[src/rtl/alu2_pkg.sv]
package alu2_pkg;

  localparam int FUNC_W = 4;

  typedef enum logic [FUNC_W-1:0] {
    FN_ADD  = 4'd0,
    FN_NEG  = 4'd1,
    FN_GT   = 4'd2,
    FN_SEL  = 4'd3,
    FN_AND  = 4'd4,
    FN_NOT  = 4'd5,
    FN_OR   = 4'd6,
    FN_ADDC = 4'd8,
    FN_NEGB = 4'd9
  } fn_e;

  typedef enum logic [1:0] {
    GRP_ARITH = 2'd0,
    GRP_LOGIC = 2'd1,
    GRP_NONE  = 2'd2
  } grp_e;

  typedef struct packed {
    grp_e grp;
    logic neg;     // negate path instead of add path
    logic chain;   // use the stored carry
  } dec_t;

  function automatic dec_t decode_fn(input logic [FUNC_W-1:0] code);
    dec_t d;
    d = '{grp: GRP_NONE, neg: 1'b0, chain: 1'b0};
    case (code)
      FN_ADD:  d = '{grp: GRP_ARITH, neg: 1'b0, chain: 1'b0};
      FN_ADDC: d = '{grp: GRP_ARITH, neg: 1'b0, chain: 1'b1};
      FN_NEG:  d = '{grp: GRP_ARITH, neg: 1'b1, chain: 1'b0};
      FN_NEGB: d = '{grp: GRP_ARITH, neg: 1'b1, chain: 1'b1};
      FN_GT, FN_SEL, FN_AND, FN_NOT, FN_OR:
               d = '{grp: GRP_LOGIC, neg: 1'b0, chain: 1'b0};
      default: d = '{grp: GRP_NONE, neg: 1'b0, chain: 1'b0};
    endcase
    return d;
  endfunction

endpackage

[src/rtl/alu2_arith.sv]
module alu2_arith #(
  parameter int W = 2
) (
  input  logic [W-1:0] opa_i,
  input  logic [W-1:0] opb_i,
  input  logic         neg_i,
  input  logic         chain_i,
  input  logic         cry_i,
  output logic [W-1:0] sum_o,
  output logic         flag_o
);

  // Negate runs as 0 + ~A + (1 - borrow); add runs as A + B + carry.
  logic [W-1:0] lhs;
  logic [W-1:0] rhs;
  logic [W:0]   c;

  always_comb begin
    if (neg_i) begin
      lhs  = '0;
      rhs  = ~opa_i;
      c[0] = chain_i ? ~cry_i : 1'b1;
    end else begin
      lhs  = opa_i;
      rhs  = opb_i;
      c[0] = chain_i ? cry_i : 1'b0;
    end
  end

  for (genvar i = 0; i < W; i++) begin : g_fa
    assign sum_o[i] = lhs[i] ^ rhs[i] ^ c[i];
    assign c[i+1]   = (lhs[i] & rhs[i]) | (c[i] & (lhs[i] ^ rhs[i]));
  end

  // Borrow is the inverse of the carry-out on the negate path.
  assign flag_o = neg_i ? ~c[W] : c[W];

endmodule

[src/rtl/alu2_logic.sv]
module alu2_logic
  import alu2_pkg::*;
#(
  parameter int W = 2
) (
  input  logic [FUNC_W-1:0] func_i,
  input  logic [W-1:0]      opa_i,
  input  logic [W-1:0]      opb_i,
  input  logic [W-1:0]      opc_i,
  output logic [W-1:0]      res_o
);

  localparam logic [W-1:0] ONE = W'(1);

  always_comb begin
    case (func_i)
      FN_GT:   res_o = (opb_i > opa_i) ? ONE : '0;
      FN_SEL:  res_o = opc_i[0] ? opb_i : opa_i;
      FN_AND:  res_o = opa_i & opb_i;
      FN_NOT:  res_o = ~opa_i;
      FN_OR:   res_o = opa_i | opb_i;
      default: res_o = '0;
    endcase
  end

endmodule

[src/rtl/alu2_top.sv]
module alu2_top
  import alu2_pkg::*;
#(
  parameter int W = 2
) (
  input  logic              clk_i,
  input  logic              rst_i,
  input  logic              eval_i,
  input  logic [FUNC_W-1:0] func_i,
  input  logic [W-1:0]      opa_i,
  input  logic [W-1:0]      opb_i,
  input  logic [W-1:0]      opc_i,
  output logic [W-1:0]      res_o,
  output logic              cry_o
);

  dec_t         dec;
  logic [W-1:0] ar_sum;
  logic         ar_flag;
  logic [W-1:0] lg_res;
  logic [W-1:0] res_q;
  logic         cry_q;

  assign dec = decode_fn(func_i);

  alu2_arith #(.W(W)) arith_i (
    .opa_i   (opa_i),
    .opb_i   (opb_i),
    .neg_i   (dec.neg),
    .chain_i (dec.chain),
    .cry_i   (cry_q),
    .sum_o   (ar_sum),
    .flag_o  (ar_flag)
  );

  alu2_logic #(.W(W)) logic_i (
    .func_i (func_i),
    .opa_i  (opa_i),
    .opb_i  (opb_i),
    .opc_i  (opc_i),
    .res_o  (lg_res)
  );

  always_ff @(posedge clk_i) begin
    if (rst_i) begin
      res_q <= '0;
      cry_q <= 1'b0;
    end else if (eval_i) begin
      case (dec.grp)
        GRP_ARITH: begin
          res_q <= ar_sum;
          cry_q <= ar_flag;
        end
        GRP_LOGIC: res_q <= lg_res;
        default:   res_q <= '0;
      endcase
    end
  end

  assign res_o = res_q;
  assign cry_o = cry_q;

endmodule

[config.mk]
export PLATFORM = sky130hd
export DESIGN_NAME = alu2_top
export DESIGN_NICKNAME = d
export VERILOG_FILES = /design/src/rtl/alu2_pkg.sv /design/src/rtl/alu2_arith.sv /design/src/rtl/alu2_logic.sv /design/src/rtl/alu2_top.sv
export SDC_FILE = /design/constraint.sdc
export NUM_CORES = 1
export LEC_CHECK = 0
export BUFFER_PORTS_ARGS = -buffer_cell sky130_fd_sc_hd__buf_4
export CELL_PAD_IN_SITES_DETAIL_PLACEMENT = 0
export CELL_PAD_IN_SITES_GLOBAL_PLACEMENT = 1
export CORE_MARGIN = 4
export CORE_UTILIZATION = 32
export CTS_BUF_LIST = sky130_fd_sc_hd__clkbuf_4 sky130_fd_sc_hd__clkbuf_8
export DETAILED_ROUTE_END_ITERATION = 8
export PLACE_DENSITY = 0.72
export SYNTH_ARGS = -nofsm -noshare
export SYNTH_HDL_FRONTEND = slang
export SYNTH_SLANG_ARGS = --single-unit
[constraint.sdc]
create_clock -name clk_i -period 2.2 [get_ports clk_i]
set_input_delay 0.22 -clock clk_i [delete_from_list [all_inputs] [get_ports clk_i]]
set_output_delay 0.22 -clock clk_i [all_outputs]
set_load 0.01 [all_outputs]
Word level (Yosys, flattened, before mapping)
Memories as Yosys holds them, arrays and structs flattened.
Cells that the tools add are included.

storage, ports and cells
  latch bits = 0
  output and inout port bits = 3
  input port bits = 13
  bits in read-only memories = 64
  logic and storage cells = 37
  memories kept = 1
  flip-flop bits (word level) = 3
  bits in writable memories = 0

cells by class
  eq/ne operators = 6
  $lt $le $gt $ge = 1
  shifts and indexed selects = 0
  bitwise operators = 15
  add/subtract/negate cells = 0
  mux-type cells = 10
  multiply operators = 0
  reductions and logical operators = 2
  div/mod/pow operators = 0

memory list
  memory           depth  width  read ports  clocked after Yosys merged registers in  write ports  line            source
  (no name shown)  16     4      1           0                                        0            alu2_pkg.sv:32  case (code)

operator list
  kind                                                  count
  equality test 4 x 3 -> 1 bit (second input constant)  3
  one-hot mux 2 bit (5 select lines)                    1
  equality test 4 x 2 -> 1 bit (second input constant)  2
  2-to-1 mux 2 bit                                      3
  2-to-1 mux 1 bit                                      5
  bitwise AND 1 bit                                     4
  one-hot mux 2 bit (2 select lines)                    1
  bitwise XOR 1 bit                                     4
  bitwise AND 2 bit                                     1
  equality test 2 x 1 -> 1 bit (second input constant)  1
  greater-than comparator 2 bit                         1
  zero test 2 bit                                       1
  NOT 1 bit                                             2
  NOT 2 bit                                             1
  OR 1 bit                                              2
  OR 2 bit                                              1
  AND reduction 2 bit                                   1

Depth between registers and ports, before layout
  word-level depth = 9
  gate-level depth with buffers = 10
  gate-level depth less buffers = 10

Modules after synthesis
From an unflattened synthesis, not the netlist that was laid out.

unflattened totals
  cells, all modules = 56
  area total of the unflattened synthesis = 485.5 µm²

by module, submodules not included
  module      cells an instance  area each (µm²)  times used  sequential area each (µm²)
  alu2_logic  25                 210.2            1           0.0
  alu2_top    19                 167.7            1           60.1
  alu2_arith  12                 107.6            1           0.0

Worst setup path before layout
Ideal clock, no wire load.

  path kind = input port to flip-flop
  from = in func_i[1]
  to = reg res_q[1], in the netlist res_o[1]
  setup time = 0.122 ns
  data required time = 2.078 ns
  arrival = 1.983 ns
  stages on the path = 10
  setup slack = 0.095 ns
  buffers on the path = 0
  path through = nor2_1 nand2_1 nor2_1 a21oi_1 fa_1 inv_1 fa_1 o2bb2ai_1 a211oi_1 o31ai_1

between the ends
  word-level cells in the longest chain between the ends = 7
  elaborated cells on any way between the ends = 21
  classes of those cells = eq/ne (6); mux (7); bitwise (6); reduce/logical (1); memory (1)

ends and longest elaborated chain
  element                                                line                                source
  start: declaration                                     alu2_top.sv:9                       input logic [FUNC_W-1:0] func_i,
  memory (16 x 4 bit)                                    n/a
  2-to-1 mux 1 bit (tied with other cells)               alu2_arith.sv:26                    c[0] = chain_i ? cry_i : 1'b0;
  2-to-1 mux 1 bit or bitwise XOR 1 bit (tied branches)  alu2_arith.sv:19, alu2_arith.sv:32
  bitwise AND 1 bit                                      alu2_arith.sv:32                    assign c[i+1] = (lhs[i] & rhs[i]) | (c[i] & (lhs[i] ^ rhs[i]));
  OR 1 bit                                               alu2_arith.sv:32
  bitwise XOR 1 bit                                      alu2_arith.sv:31                    assign sum_o[i] = lhs[i] ^ rhs[i] ^ c[i];
  one-hot mux 2 bit (2 select lines) (*)                 alu2_top.sv:49                      case (dec.grp)
  end signal: assignment                                 alu2_top.sv:51                      res_q <= ar_sum;
  end signal: assignment                                 alu2_top.sv:54                      GRP_LOGIC: res_q <= lg_res;
  end: declaration                                       alu2_top.sv:21                      logic [W-1:0] res_q;

Every way passes the cells marked *; elsewhere a longest branch is shown, timed or not.
A chain may end at the register's enable or synchronous reset.

Final worst setup path
  from = reg cry_q, in the netlist cry_o
  to = reg res_q[1], in the netlist res_o[1]

between the ends
  word-level cells in the longest chain between the ends = 7
  elaborated cells on any way between the ends = 8
  classes of those cells = mux (4); bitwise (4)

ends and longest elaborated chain
  element                                 line              source
  start: declaration                      alu2_top.sv:22    logic cry_q;
  start signal: assignment                alu2_top.sv:52    cry_q <= ar_flag;
  NOT 1 bit                               alu2_arith.sv:22  c[0] = chain_i ? ~cry_i : 1'b1;
  2-to-1 mux 1 bit                        alu2_arith.sv:22
  2-to-1 mux 1 bit (*)                    alu2_arith.sv:19  if (neg_i) begin
  bitwise AND 1 bit (*)                   alu2_arith.sv:32
  OR 1 bit (*)                            alu2_arith.sv:32
  bitwise XOR 1 bit (*)                   alu2_arith.sv:31
  one-hot mux 2 bit (2 select lines) (*)  alu2_top.sv:49

Marked as above.

==> results.cfg <==
[setup_path]
crit_path_cell_trace = nand2_1 > xnor2_1 > nand2_1 > fa_1 > inv_1 > fa_1 > o2bb2ai_1 > a211oi_1 > o31ai_1
cp.arrival_ps = 2110
path_max_fanout = 3
cp_data_required_time_ps = 2310
max_stage_delay_ps = 400
end_kind = flop
critPathBufInv = 1
path_class = reg2reg
crit_slowest_cell = fa_1
cp-start-kind = flop
cpLargestDelayFamily = adder cells

[floorplan]
die_height_um = 46.5
dieArea_um2 = 2160
ioPinCount = 16
start_util = 0.351
coreArea_um2 = 1350
row_count = 13
die_x_um = 46.5

[clock_tree]
worstSkewPairLatency_ps = 240
postCtsHoldBufs = 0
cts_tree = yes
cts_made_buffers = 3
post-cts-setup-buffer-count = 0
htreeDepth = 1
cts_sinks = 3
clockRootBuffer = clkbuf_4
clkTransAtPathRegs_ps = 40
cts_resized = 0
clockBufferDepth = 2

[global_route]
grtUsageTotal = 0.126
grt_pass1_vias = 465
antenna_found_initial = 0
use_met1 = 0.173
gr-total-overflow = 0
busiest_layer = met2
use_met3 = 0.0273
grt_max_degree = 11
grt_pass1_wl_um = 1930
grtUsageMet2 = 0.187

[place]
dpl.hpwl_um = 900
gp_congestion = 0.705
placed_area_um2 = 631
io_buffer_count = 14

[synthesis]
synth_mux_area_frac = 0.0897
synth_xor_area_frac = 0.0369
ys_top_cells_by_area = ha_1 16%, dfxtp_1 13%, fa_1 8.4%
syn-cell-area_um2 = 474
yosysWarnings = 0
syn_nets = 78
ys.flop_type = dfxtp_1
async_flop_share = 0
synth_cell_types = 28
synth_fa_ha_area_frac = 0.243
synth-compound-area-share = 0.237
synth_top_area_share = 0.158
synth_edf_count = 0
syn-instance-count = 57
syn_area_per_cell_um2 = 8.32
synth_area_leader_cell = ha_1
synth_seq_cells = 3
synth_top_family_by_area = adder cells
yosys.area_share.simple = 0.201
seq_area_frac_synth = 0.127
synth_common_cells = 6 x ha_1, 6 x inv_1, 6 x nand2_1

[finish]
multi_input_area_um2 = 383
fin_nets = 101
fillers = 142
drive_gt1_frac = 0.354
num_antenna_cells = 0
syn2layout_area_growth_pct = 39.3
fin_area_um2 = 661
final-seq-area_um2 = 60.1

[timing]
slew_headroom = 0.828
layout_min_cycle_time_ps = 2000
fmaxAchievable_mhz = 500
rsz0062_at_grt = false
finalCritPeriodShare = 0.908
setup_tns_ps = 0
setup_viol_count_final = 0
slew_violations = 0
hold_violations = 0
worst_pin_slew_ps = 257
fin_worst_skew_ps = 9.30

[routing]
drt_iter0_markers = 3
via_per_inst = 5.07
dr.pass1.iters = 2
wirelength_um = 1070
ant_nets = 0
drt-wirelength-per-cell_um = 11.3
route.detailed.drc = 0
vias = 477

[power_and_ir_drop]
irDropWorstVdd_mv = 0.206
p_leak_nw = 0.312
p_per_area_nw_per_um2 = 402

[job]
cap_violations = 0

[outcome]
status = completed

[hold_path]
min_path_type = in2reg
==> stage by stage <==
stage	util	power [W]	hold slack, ps	setup slack, ps	std cells
2_1_floorplan	-	0.000111	286	94.8	57
4_1_cts	0.489	0.000272	151	166	94
3_5_place_dp	0.467	0.000155	411	24.8	90
6_report	0.489	0.000266	159	202	94
3_3_place_gp	0.467	0.000155	411	23.7	90
5_1_grt	0.489	0.000292	160	27.6	94
==> logic make-up after synthesis <==
family | Yosys count
compound gates | 15
flops | 3
simple gates | 17
buf+inv | 8
xor+xnor | 2
mux | 4
fa+ha+maj | 8
==> worst reg2reg max path, cell delays in order, from the launching register on <==
cell	delay [ps]
dfxtp_1	340
nand2_1	80
xnor2_1	130
nand2_1	80
fa_1	350
inv_1	70
fa_1	400
o2bb2ai_1	130
a211oi_1	180
o31ai_1	100
==> routing by layer <==
layer	up-vias	part of all wire
li1	250	-
met5	-	0
met2	9	0.44
met4	0	0.014
met1	214	0.50
met3	4	0.046
==> cells in the final DEF, fill, tap and decap left out, types with 2 or more instances in the layout <==
cell / netlist / final
ha_1: 6 / 6
inv_1: 6 / 6
clkbuf_4: 0 / 4
a21oi_1: 5 / 5
fa_1: 2 / 2
dfxtp_1: 3 / 3
mux2i_1: 2 / 2
nand4bb_1: 2 / 2
buf_4: 0 / 19
o211ai_1: 2 / 2
nor2_1: 3 / 3
nand2_1: 6 / 6
nand2b_1: 2 / 2
xnor2_1: 2 / 2
==> report_power, final <==
part | switching [W] | internal [W] | total (W)
clock network | 0.0000327 | 0.0000805 | 0.000113
registers | 0.00000127 | 0.0000570 | 0.0000582
logic | 0.0000456 | 0.0000486 | 0.0000943
==> worst paths after layout <==
kind,start,slack [ps],to,cells past startpoint
worst max-delay path,cry_o,200,res_o[1],9
worst min-delay path,rst_i,160,res_o[0],2
worst max register to register,cry_o,200,res_o[1],9
worst min register to register,res_o[0],530,res_o[0],2
==> layout make-up <==
| cell class | count | share of cell area |
|---|---|---|
| Multi-Input combinational cell | 46 | 0.580 |
| Tap cell | 15 | 0.0284 |
| Sequential cell | 3 | 0.0909 |
| Clock buffer | 4 | 0.0455 |
| Timing Repair Buffer | 19 | 0.216 |
| Inverter | 7 | 0.0398 |
==> sequential cells by signal (all words and copies together) (netlist names) <==
name,flops
cry_o,1
res_o,2
(Power assumes the default switching activity.)
